===== src/rtl/via_tmr_pkg.sv =====
package via_tmr_pkg;

  // Register offsets; the host software decodes these positions.
  localparam int OFS_T1_CNT_LO = 4;
  localparam int OFS_T1_CNT_HI = 5;
  localparam int OFS_T1_LAT_LO = 6;
  localparam int OFS_T1_LAT_HI = 7;
  localparam int OFS_T2_CNT_LO = 8;
  localparam int OFS_T2_CNT_HI = 9;

  // Mode code of the auxiliary control bits that selects free-running.
  localparam logic [1:0] T1_MODE_FREE = 2'b01;

  // One strobe per decoded timer access.
  typedef struct packed {
    logic t1_lat_lo_wr;   // offsets 4 and 6 on write
    logic t1_hi_load_wr;  // offset 5 write
    logic t1_hi_only_wr;  // offset 7 write
    logic t1_lo_rd;       // offset 4 read
    logic t2_lat_wr;      // offset 8 write
    logic t2_load_wr;     // offset 9 write
    logic t2_lo_rd;       // offset 8 read
  } tmr_acc_t;

endpackage


===== src/rtl/via_tmr_decode.sv =====
module via_tmr_decode
  import via_tmr_pkg::*;
#(
  parameter int AW = 4
) (
  input  logic          acc_valid,
  input  logic          acc_write,
  input  logic [AW-1:0] acc_addr,
  output tmr_acc_t      acc
);

  function automatic logic hit(input logic [AW-1:0] a, input int ofs);
    return a == AW'(ofs);
  endfunction

  logic wr_v, rd_v;
  assign wr_v = acc_valid &  acc_write;
  assign rd_v = acc_valid & ~acc_write;

  always_comb begin
    acc = '0;
    acc.t1_lat_lo_wr  = wr_v & (hit(acc_addr, OFS_T1_CNT_LO) | hit(acc_addr, OFS_T1_LAT_LO));
    acc.t1_hi_load_wr = wr_v & hit(acc_addr, OFS_T1_CNT_HI);
    acc.t1_hi_only_wr = wr_v & hit(acc_addr, OFS_T1_LAT_HI);
    acc.t1_lo_rd      = rd_v & hit(acc_addr, OFS_T1_CNT_LO);
    acc.t2_lat_wr     = wr_v & hit(acc_addr, OFS_T2_CNT_LO);
    acc.t2_load_wr    = wr_v & hit(acc_addr, OFS_T2_CNT_HI);
    acc.t2_lo_rd      = rd_v & hit(acc_addr, OFS_T2_CNT_LO);
  end

endmodule


===== src/rtl/via_t1_core.sv =====
module via_t1_core #(
  parameter int DW = 8
) (
  input  logic           clk,
  input  logic           rst_n,
  input  logic           tick_en,
  input  logic           free_run,
  input  logic           wr_lat_lo,
  input  logic           wr_hi_load,
  input  logic           wr_hi_only,
  input  logic [DW-1:0]  wdata,
  output logic [2*DW-1:0] cnt_o,
  output logic [2*DW-1:0] latch_o,
  output logic           fire_o
);

  localparam int CW = 2 * DW;

  logic [CW-1:0] cnt_q, latch_q;
  logic          past_zero_q;  // counter sits on the wrap value after zero
  logic          armed_q;
  logic          fire_q;

  // Next {past_zero, count} for one tick.
  function automatic logic [CW:0] t1_step(input logic [CW-1:0] c,
                                          input logic          pz,
                                          input logic [CW-1:0] lat);
    if (pz)             return {1'b0, lat};
    else if (c == '0)   return {1'b1, {CW{1'b1}}};
    else                return {1'b0, c - 1'b1};
  endfunction

  logic [CW:0]   step_w;
  logic          tick_go;      // tick not overridden by a load
  logic          reach_zero;   // this tick lands the counter on zero
  logic          fire_now;
  logic [CW-1:0] load_val;

  assign step_w     = t1_step(cnt_q, past_zero_q, latch_q);
  assign tick_go    = tick_en & ~wr_hi_load;
  assign reach_zero = tick_go & ~step_w[CW] & (step_w[CW-1:0] == '0);
  assign fire_now   = reach_zero & (free_run | armed_q);
  assign load_val   = {wdata, latch_q[DW-1:0]};

  always_ff @(posedge clk) begin
    if (!rst_n) begin
      cnt_q       <= '1;
      latch_q     <= '1;
      past_zero_q <= 1'b0;
      armed_q     <= 1'b0;
      fire_q      <= 1'b0;
    end else begin
      fire_q <= fire_now;
      if (wr_lat_lo)
        latch_q[DW-1:0] <= wdata;
      if (wr_hi_load || wr_hi_only)
        latch_q[CW-1:DW] <= wdata;
      if (wr_hi_load) begin
        cnt_q       <= load_val;
        past_zero_q <= 1'b0;
        armed_q     <= 1'b1;
      end else if (tick_en) begin
        cnt_q       <= step_w[CW-1:0];
        past_zero_q <= step_w[CW];
        if (reach_zero)
          armed_q <= 1'b0;
      end
    end
  end

  assign cnt_o   = cnt_q;
  assign latch_o = latch_q;
  assign fire_o  = fire_q;

  AST_T1_HOLD: assert property (@(posedge clk) disable iff (!rst_n)
    (!tick_en && !wr_hi_load) |=> $stable(cnt_q));
  AST_T1_RELOAD: assert property (@(posedge clk) disable iff (!rst_n)
    (tick_en && !wr_hi_load && past_zero_q) |=> (cnt_q == $past(latch_q)));
  AST_T1_WRAP: assert property (@(posedge clk) disable iff (!rst_n)
    (tick_en && !wr_hi_load && !past_zero_q && cnt_q == '0) |=> (cnt_q == '1));
  AST_T1_FIRE_AT_ZERO: assert property (@(posedge clk) disable iff (!rst_n)
    fire_q |-> (cnt_q == '0 && !past_zero_q));
  AST_T1_LOAD: assert property (@(posedge clk) disable iff (!rst_n)
    wr_hi_load |=> (cnt_q == {$past(wdata), $past(latch_q[DW-1:0])}));
  AST_T1_HI_ONLY: assert property (@(posedge clk) disable iff (!rst_n)
    (wr_hi_only && !tick_en) |=> (latch_q[CW-1:DW] == $past(wdata) && $stable(cnt_q)));

endmodule


===== src/rtl/via_t2_core.sv =====
module via_t2_core #(
  parameter int DW = 8
) (
  input  logic            clk,
  input  logic            rst_n,
  input  logic            tick_en,
  input  logic            wr_lat,
  input  logic            wr_load,
  input  logic [DW-1:0]   wdata,
  output logic [2*DW-1:0] cnt_o,
  output logic            fire_o
);

  localparam int CW = 2 * DW;

  logic [CW-1:0] cnt_q;
  logic [DW-1:0] lat_q;
  logic          armed_q;
  logic          fire_q;

  function automatic logic [CW-1:0] t2_step(input logic [CW-1:0] c);
    return c - 1'b1;
  endfunction

  logic [CW-1:0] next_w;
  logic          tick_go;
  logic          fire_now;

  assign next_w   = t2_step(cnt_q);
  assign tick_go  = tick_en & ~wr_load;
  assign fire_now = tick_go & armed_q & (next_w == '0);

  always_ff @(posedge clk) begin
    if (!rst_n) begin
      cnt_q   <= '1;
      lat_q   <= '0;
      armed_q <= 1'b0;
      fire_q  <= 1'b0;
    end else begin
      fire_q <= fire_now;
      if (wr_lat)
        lat_q <= wdata;
      if (wr_load) begin
        cnt_q   <= {wdata, lat_q};
        armed_q <= 1'b1;
      end else if (tick_en) begin
        cnt_q <= next_w;
        if (fire_now)
          armed_q <= 1'b0;
      end
    end
  end

  assign cnt_o  = cnt_q;
  assign fire_o = fire_q;

  AST_T2_FIRE_ONCE: assert property (@(posedge clk) disable iff (!rst_n)
    fire_q |-> (cnt_q == '0 && !armed_q));
  AST_T2_LOAD: assert property (@(posedge clk) disable iff (!rst_n)
    wr_load |=> (cnt_q == {$past(wdata), $past(lat_q)} && armed_q));
  AST_T2_HOLD: assert property (@(posedge clk) disable iff (!rst_n)
    (!tick_en && !wr_load) |=> $stable(cnt_q));

endmodule


===== src/rtl/via_timer_pair.sv =====
module via_timer_pair
  import via_tmr_pkg::*;
#(
  parameter int DW     = 8,
  parameter int AW     = 4,
  parameter int T1_BIT = 6,
  parameter int T2_BIT = 5
) (
  input  logic          clk,
  input  logic          rst_n,
  input  logic          tick_en,
  input  logic          acc_valid,
  input  logic          acc_write,
  input  logic [AW-1:0] acc_addr,
  input  logic [DW-1:0] acc_wdata,
  output logic [DW-1:0] acc_rdata,
  input  logic [1:0]    t1_mode,
  output logic [DW-1:0] flag_set,
  output logic [DW-1:0] flag_clr
);

  localparam int CW = 2 * DW;
  localparam logic [DW-1:0] FLAG_MASK = (DW'(1) << T1_BIT) | (DW'(1) << T2_BIT);

  tmr_acc_t      acc;
  logic [CW-1:0] t1_cnt, t1_lat, t2_cnt;
  logic          t1_fire, t2_fire;
  logic          t1_clr_q, t2_clr_q;
  logic          free_run;

  assign free_run = (t1_mode == T1_MODE_FREE);

  via_tmr_decode #(.AW(AW)) u_dec (
    .acc_valid (acc_valid),
    .acc_write (acc_write),
    .acc_addr  (acc_addr),
    .acc       (acc)
  );

  via_t1_core #(.DW(DW)) u_t1 (
    .clk        (clk),
    .rst_n      (rst_n),
    .tick_en    (tick_en),
    .free_run   (free_run),
    .wr_lat_lo  (acc.t1_lat_lo_wr),
    .wr_hi_load (acc.t1_hi_load_wr),
    .wr_hi_only (acc.t1_hi_only_wr),
    .wdata      (acc_wdata),
    .cnt_o      (t1_cnt),
    .latch_o    (t1_lat),
    .fire_o     (t1_fire)
  );

  via_t2_core #(.DW(DW)) u_t2 (
    .clk     (clk),
    .rst_n   (rst_n),
    .tick_en (tick_en),
    .wr_lat  (acc.t2_lat_wr),
    .wr_load (acc.t2_load_wr),
    .wdata   (acc_wdata),
    .cnt_o   (t2_cnt),
    .fire_o  (t2_fire)
  );

  // Clear requests from the accesses that acknowledge each timer.
  always_ff @(posedge clk) begin
    if (!rst_n) begin
      t1_clr_q <= 1'b0;
      t2_clr_q <= 1'b0;
    end else begin
      t1_clr_q <= acc.t1_hi_load_wr | acc.t1_hi_only_wr | acc.t1_lo_rd;
      t2_clr_q <= acc.t2_lo_rd;
    end
  end

  for (genvar b = 0; b < DW; b++) begin : g_flag
    if (b == T1_BIT) begin : g_t1
      assign flag_set[b] = t1_fire;
      assign flag_clr[b] = t1_clr_q;
    end else if (b == T2_BIT) begin : g_t2
      assign flag_set[b] = t2_fire;
      assign flag_clr[b] = t2_clr_q;
    end else begin : g_none
      assign flag_set[b] = 1'b0;
      assign flag_clr[b] = 1'b0;
    end
  end

  // Read data path.
  always_comb begin
    acc_rdata = '0;
    if (acc_valid && !acc_write) begin
      if      (acc_addr == AW'(OFS_T1_CNT_LO)) acc_rdata = t1_cnt[DW-1:0];
      else if (acc_addr == AW'(OFS_T1_CNT_HI)) acc_rdata = t1_cnt[CW-1:DW];
      else if (acc_addr == AW'(OFS_T1_LAT_LO)) acc_rdata = t1_lat[DW-1:0];
      else if (acc_addr == AW'(OFS_T1_LAT_HI)) acc_rdata = t1_lat[CW-1:DW];
      else if (acc_addr == AW'(OFS_T2_CNT_LO)) acc_rdata = t2_cnt[DW-1:0];
      else if (acc_addr == AW'(OFS_T2_CNT_HI)) acc_rdata = t2_cnt[CW-1:DW];
    end
  end

  AST_FLAG_FIELD: assert property (@(posedge clk) disable iff (!rst_n)
    ((flag_set & ~FLAG_MASK) == '0 && (flag_clr & ~FLAG_MASK) == '0));
  AST_ONE_STROBE: assert property (@(posedge clk) disable iff (!rst_n)
    $onehot0(acc));
  AST_T1_CLR_CAUSE: assert property (@(posedge clk) disable iff (!rst_n)
    (acc_valid && !acc_write && acc_addr == AW'(OFS_T1_CNT_HI)) |=> !flag_clr[T1_BIT]);
  AST_T2_CLR_CAUSE: assert property (@(posedge clk) disable iff (!rst_n)
    (acc_valid && acc_addr == AW'(OFS_T2_CNT_LO) && !acc_write) |=> flag_clr[T2_BIT]);

endmodule


===== config.mk =====
export PLATFORM = sky130hd
export DESIGN_NAME = via_timer_pair
export DESIGN_NICKNAME = d
export VERILOG_FILES = /design/src/rtl/via_tmr_pkg.sv /design/src/rtl/via_tmr_decode.sv /design/src/rtl/via_t1_core.sv /design/src/rtl/via_t2_core.sv /design/src/rtl/via_timer_pair.sv
export SDC_FILE = /design/constraint.sdc
export NUM_CORES = 1
export LEC_CHECK = 0
export ABC_AREA = 1
export ABC_CLOCK_PERIOD_IN_PS = 2100
export BUFFER_PORTS_ARGS = -buffer_cell sky130_fd_sc_hd__buf_2
export CAP_MARGIN = 10
export CORE_AREA = 5 5 109 111
export DETAILED_ROUTE_END_ITERATION = 12
export DIE_AREA = 0 0 114 116
export HOLD_SLACK_MARGIN = 0.02
export PLACE_DENSITY = 0.57
export RECOVER_POWER = 25
export SLEW_MARGIN = 20
export SYNTH_ARGS = -nofsm -noshare
export SYNTH_HDL_FRONTEND = slang
export SYNTH_SLANG_ARGS = --single-unit

===== constraint.sdc =====
create_clock -name clk -period 2.1 [get_ports clk]
set_clock_uncertainty 0.05 [all_clocks]
set_input_delay 0.63 -clock clk [delete_from_list [all_inputs] [get_ports clk]]
set_output_delay 0.63 -clock clk [all_outputs]
set_load 0.01 [all_outputs]

### Word level (Yosys, flattened, before mapping)

Cells that the tools add are included.
W data, S select, Z words.

* flip-flop bits (word level): 63
* word-level logic and storage cells: 78
* output and inout bits: 24
* input bits: 19

* eq/ne operators: 7
* bitwise operators: 25
* reductions and logical operators: 13
* mux-type cells: 19
* add/sub/neg operators: 2

Operators with widths (count)
* $mux W16: 4
* $mux W8: 7
* $logic_not A16 Y1: 3
* $mux W17: 2
* $sub A16 B1 Y16 const B: 2
* $and A1 B1 Y1: 16
* $eq A4 B3 Y1 const B: 4
* $eq A4 B4 Y1 const B: 2
* $reduce_bool A2 Y1: 4
* $mux W1: 6
* $not A1 Y1: 5
* $or A1 B1 Y1: 4
* $reduce_and A2 Y1: 2
* $eq A2 B1 Y1 const B: 1
* $reduce_or A2 Y1: 1
* $logic_and A1 B1 Y1: 1
* $logic_not A1 Y1: 1
* $logic_or A1 B1 Y1: 1

### Longest topological paths before layout

* word-level depth: 9
* depth in mapped cells: 15
* mapped depth without buffers: 15

### Hierarchy

A second synthesis with hierarchy kept.

* cells, all modules: 683
* area, all modules: 4459.3 um2

By module, submodules not included
* via_t1_core: area an instance 2163.3 um2, times used 1, sequential area each 700.7 um2, cells an instance 320
* via_t2_core: area an instance 1497.7 um2, times used 1, sequential area each 520.5 um2, cells an instance 214
* via_timer_pair: area an instance 696.9 um2, times used 1, sequential area each 40.0 um2, cells an instance 124
* via_tmr_decode: area an instance 101.3 um2, times used 1, sequential area each 0.0 um2, cells an instance 25

### Worst setup path after synthesis

OpenSTA, ideal clock, no wires.

* path kind: in2out
* from: input acc_addr[1]
* to: output acc_rdata[4]
* slack: -0.223 ns
* stages on the path: 6
* data required time: 1.420 ns
* arrival time: 1.643 ns
* buffers on the path: 1
* cells stage by stage: clkbuf_2 nor2_1 nand2_1 o22ai_1 a21oi_1 a311oi_1

* word-level cells in the longest chain between the ends: 8
* elaborated cells on any way between the ends: 13
* those cells by class: 6 x eq/ne; 7 x mux

RTL lines
* from (decl): line via_timer_pair.sv:14 `input logic [AW-1:0] acc_addr,`
* $eq A4 B4 Y1: line via_timer_pair.sv:98 `else if (acc_addr == AW'(OFS_T2_CNT_HI)) acc_rdata = t2_cnt[CW-1:DW];`
* $mux W8: line via_timer_pair.sv:98
* $mux W8: line via_timer_pair.sv:97 `else if (acc_addr == AW'(OFS_T2_CNT_LO)) acc_rdata = t2_cnt[DW-1:0];`
* $mux W8: line via_timer_pair.sv:96 `else if (acc_addr == AW'(OFS_T1_LAT_HI)) acc_rdata = t1_lat[CW-1:DW];`
* $mux W8: line via_timer_pair.sv:95 `else if (acc_addr == AW'(OFS_T1_LAT_LO)) acc_rdata = t1_lat[DW-1:0];`
* $mux W8: line via_timer_pair.sv:94 `else if (acc_addr == AW'(OFS_T1_CNT_HI)) acc_rdata = t1_cnt[CW-1:DW];`
* $mux W8 *: line via_timer_pair.sv:93 `if (acc_addr == AW'(OFS_T1_CNT_LO)) acc_rdata = t1_cnt[DW-1:0];`
* $mux W8 *: line via_timer_pair.sv:92 `if (acc_valid && !acc_write) begin`
* to (decl): line via_timer_pair.sv:16 `output logic [DW-1:0] acc_rdata,`

Every way passes the cells marked *; elsewhere a longest branch is shown, timed or not.

### Worst setup path after layout

* from: input acc_addr[2]
* to: output acc_rdata[6]

Same word-level chain as after synthesis.

==> key figures <==
Floorplanning
  – Die H: 116 um
  – Total die area: 13220 um^2
  – Row cnt: 38
  – Initial Util: 0.3644
  – Core Footprint: 10700 um^2
  – Die Span X: 114 um
  – Io pins: 43

Run status
  – Failing checks: setup timing
  – Status: finished, violations left

Global route
  – First-pass GRT wire length: 21530 um
  – GRT Resource Usage Total: 0.2084
  – GR Util met1: 0.2523
  – Layer with the highest usage: met2
  – Initial antenna violation count: 0
  – Met2 Track Usage GR: 0.3599
  – Met3 Use GR: 0.05013
  – Vias in the first global route: 4178
  – GR Overflow Total: 0
  – Largest net degree at the start of global routing: 36

CTS
  – CTS Buf Count: 9
  – Skew-Pair Late Insertion Delay: 0.36 ns
  – CTS tree: done
  – Hold buffer count at cts: 0
  – CTS clk-pin slew, worst paths: 0.08 ns
  – # clock sinks: 63
  – Root buf cell: clkbuf_8
  – # H-tree levels: 3
  – CTS Buffer Depth: 2

Cells and area
  – Fin nets: 684
  – Area Growth Syn to Fin: 27.37%
  – ANT cells: 0
  – Design Area, Final: 4966 um^2
  – Layout cells sized above 1: 0.2297

Route
  – Pre-Repair DR Iteration Count: 5
  – Post-DRT Antenna Nets: 0
  – Drt wl/cell: 16.56 um
  – Vias per cell: 5.268
  – Initial drt markers: 315
  – Vias after detailed routing: 4246
  – Number of remaining DRC errors: 0
  – Post-Route WL: 13350 um

Setup path
  – Reg2Reg Depth: 14
  – Critical path launch point type: primary input
  – Critical Path End Type: primary output
  – Flop-to-flop setup slack: 0.12 ns
  – CP Max Fanout: 5
  – Crit path capture: acc_rdata[6]
  – Worst EP arrival: 1.74 ns
  – CP Class: in -> out
  – Critical Path Source: acc_addr[2]
  – Worst R2R End: u_t1.armed_q$_SDFFE_PN0P_
  – Worst Path Required: 1.42 ns
  – R2R Path Start: u_t1.cnt_o[0]$_SDFFE_PN1P_

STA
  – Final Max Tran Viols: 0
  – Final setup violation count: 8
  – Setup_tns: -2.207 ns
  – Max-slew headroom: 0.5790
  – RSZ-0062 raised after global routing: yes
  – Least-Margin Pin Slew: 0.6315 ns
  – FMAX: 412.8 MHz
  – Final count of hold timing violations: 0
  – Fin worst setup slack: -0.3227 ns
  – Final hold slack: 0.3973 ns
  – Tmin final: 2.423 ns
  – Tcrit/Tclk final: 1.154

Synthesis
  – Area share of the leading cell type in the synthesized netlist: 0.3235
  – Synth area leaders: dfxtp_1 32%, nand2_1 13%, a21oi_1 7.4%
  – Top FF cell, synth: dfxtp_1
  – Largest area contributor in the netlist: dfxtp_1
  – Commonest cells in the netlist: 136 x nand2_1, 72 x inv_1, 70 x nor2_1
  – Mapped Area: 3899 um^2
  – Yosys cell types: 35
  – YS warnings: 0
  – Number of synthesized flops with an enable pin: 0
  – Most common cell in the netlist: nand2_1
  – Mean Syn Cell Area: 6.531 um^2
  – Syn Inst Count: 597
  – Ys async rst share: 0
  – Register area share after synthesis: 0.3235
  – Synth Register Bits: 63

Place
  – I/O Buffers: 30
  – Final GP Congestion: 0.9185
  – Placement Cell Area: 4408 um^2
  – Detail Placement HPWL: 10190 um

Worst hold path
  – Worst min-delay path category: reg -> reg

Flow run
  – Max-cap violations: 0

Power and ir drop
  – Power Density: 612.9 nW/um^2
  – VDD IR-drop max: 0.4855 mV
  – Leak: 2.287 nW
==> state kept, by name, summed over array words and instances (netlist names), 8 cells and up <==
| register | count |
|---|---|
| u_t2.lat_q | 8 |
| u_t2.cnt_o | 16 |
| u_t1.cnt_o | 16 |
| u_t1.latch_o | 16 |
==> how the worst min path moves through the flow <==
stage                                   start                endpoint  slack [ns]  cells after the start
floorplan           u_t2.armed_q$_SDFFE_PN0P_  u_t2.fire_o$_SDFF_PN0_        0.37                      2
finish              u_t2.armed_q$_SDFFE_PN0P_  u_t2.fire_o$_SDFF_PN0_        0.40                      2
global placement    u_t2.armed_q$_SDFFE_PN0P_  u_t2.fire_o$_SDFF_PN0_        0.38                      2
CTS                 u_t2.armed_q$_SDFFE_PN0P_  u_t2.fire_o$_SDFF_PN0_        0.40                      2
detailed placement  u_t2.armed_q$_SDFFE_PN0P_  u_t2.fire_o$_SDFF_PN0_        0.39                      2
global route        u_t2.armed_q$_SDFFE_PN0P_  u_t2.fire_o$_SDFF_PN0_        0.42                      2
==> layout make-up <==
cell class	count	area, um^2
fillers	1140	5732
well taps	140	175.2
flip-flops and latches	63	1261
clock inverters	7	100.1
repair buffers	72	539.3
inverters	77	296.5
multi-input cells	438	2470
clock buffers	9	123.9
==> kinds of logic after synthesis <==
| kind of cell | Yosys count | share of synthesized area |
|---|---|---|
| simple gates | 265 | 0.2888 |
| compound gates | 142 | 0.2205 |
| buf+inv | 108 | 0.1219 |
| flops | 63 | 0.3235 |
| xor+xnor | 14 | 0.03145 |
| fa+ha+maj | 4 | 0.01284 |
| other cells | 1 | 0.0009618 |
==> placed cells by master, fill, tap and decap left out, drive strengths merged <==
cell / n
nor2: 78
o22ai: 9
o31ai: 1
o2111ai: 8
xnor2: 1
o221ai: 12
ha: 4
nor3: 3
clkbuf: 10
nand4: 5
a221oi: 4
nand3: 32
dfxtp: 63
nand3b: 2
o21ai: 31
clkinv: 3
conb: 12
bufinv: 2
a21oi: 58
buf: 71
a311oi: 1
o21a: 1
inv: 79
xor2: 13
and2: 1
o211ai: 14
nand2: 145
a31oi: 3
==> worst max-delay path: stages <==
cell,delay [ns]
buf_8,0.10
nor2_4,0.21
nand2_4,0.14
o22ai_4,0.20
a21oi_2,0.06
a31oi_1,0.22
buf_2,0.17
==> through the flow <==
step / power, W / instances / setup slack (ns) / util
2_1_floorplan: 0.001598 / 608 / -0.09125 / -
3_3_place_gp: 0.001762 / 782 / -0.3863 / 0.4120
3_5_place_dp: 0.001765 / 782 / -0.4101 / 0.4120
4_1_cts: 0.003041 / 803 / -0.3044 / 0.4517
5_1_grt: 0.003177 / 806 / -0.3685 / 0.4642
6_report: 0.003044 / 806 / -0.3227 / 0.4642
==> metal layers <==
| metal | share of wire | up-vias |
|---|---|---|
| li1 | - | 2089 |
| met4 | 0.032 | 0 |
| met3 | 0.058 | 35 |
| met2 | 0.49 | 146 |
| met5 | 0 | - |
| met1 | 0.42 | 1976 |
==> repair_timing <==
item,4_1_cts,5_1_grt
cloned,1,0
setup buffers,4,3
endpoints found under the setup margin,8,12
pin swaps,16,13
resized for setup,43,25
==> report_power, final <==
group	switching [W]	internal, W
clock	0.000557	0.000681
sequential	0.0000475	0.00125
combinational	0.000319	0.000192
(Power assumes the default switching activity.)
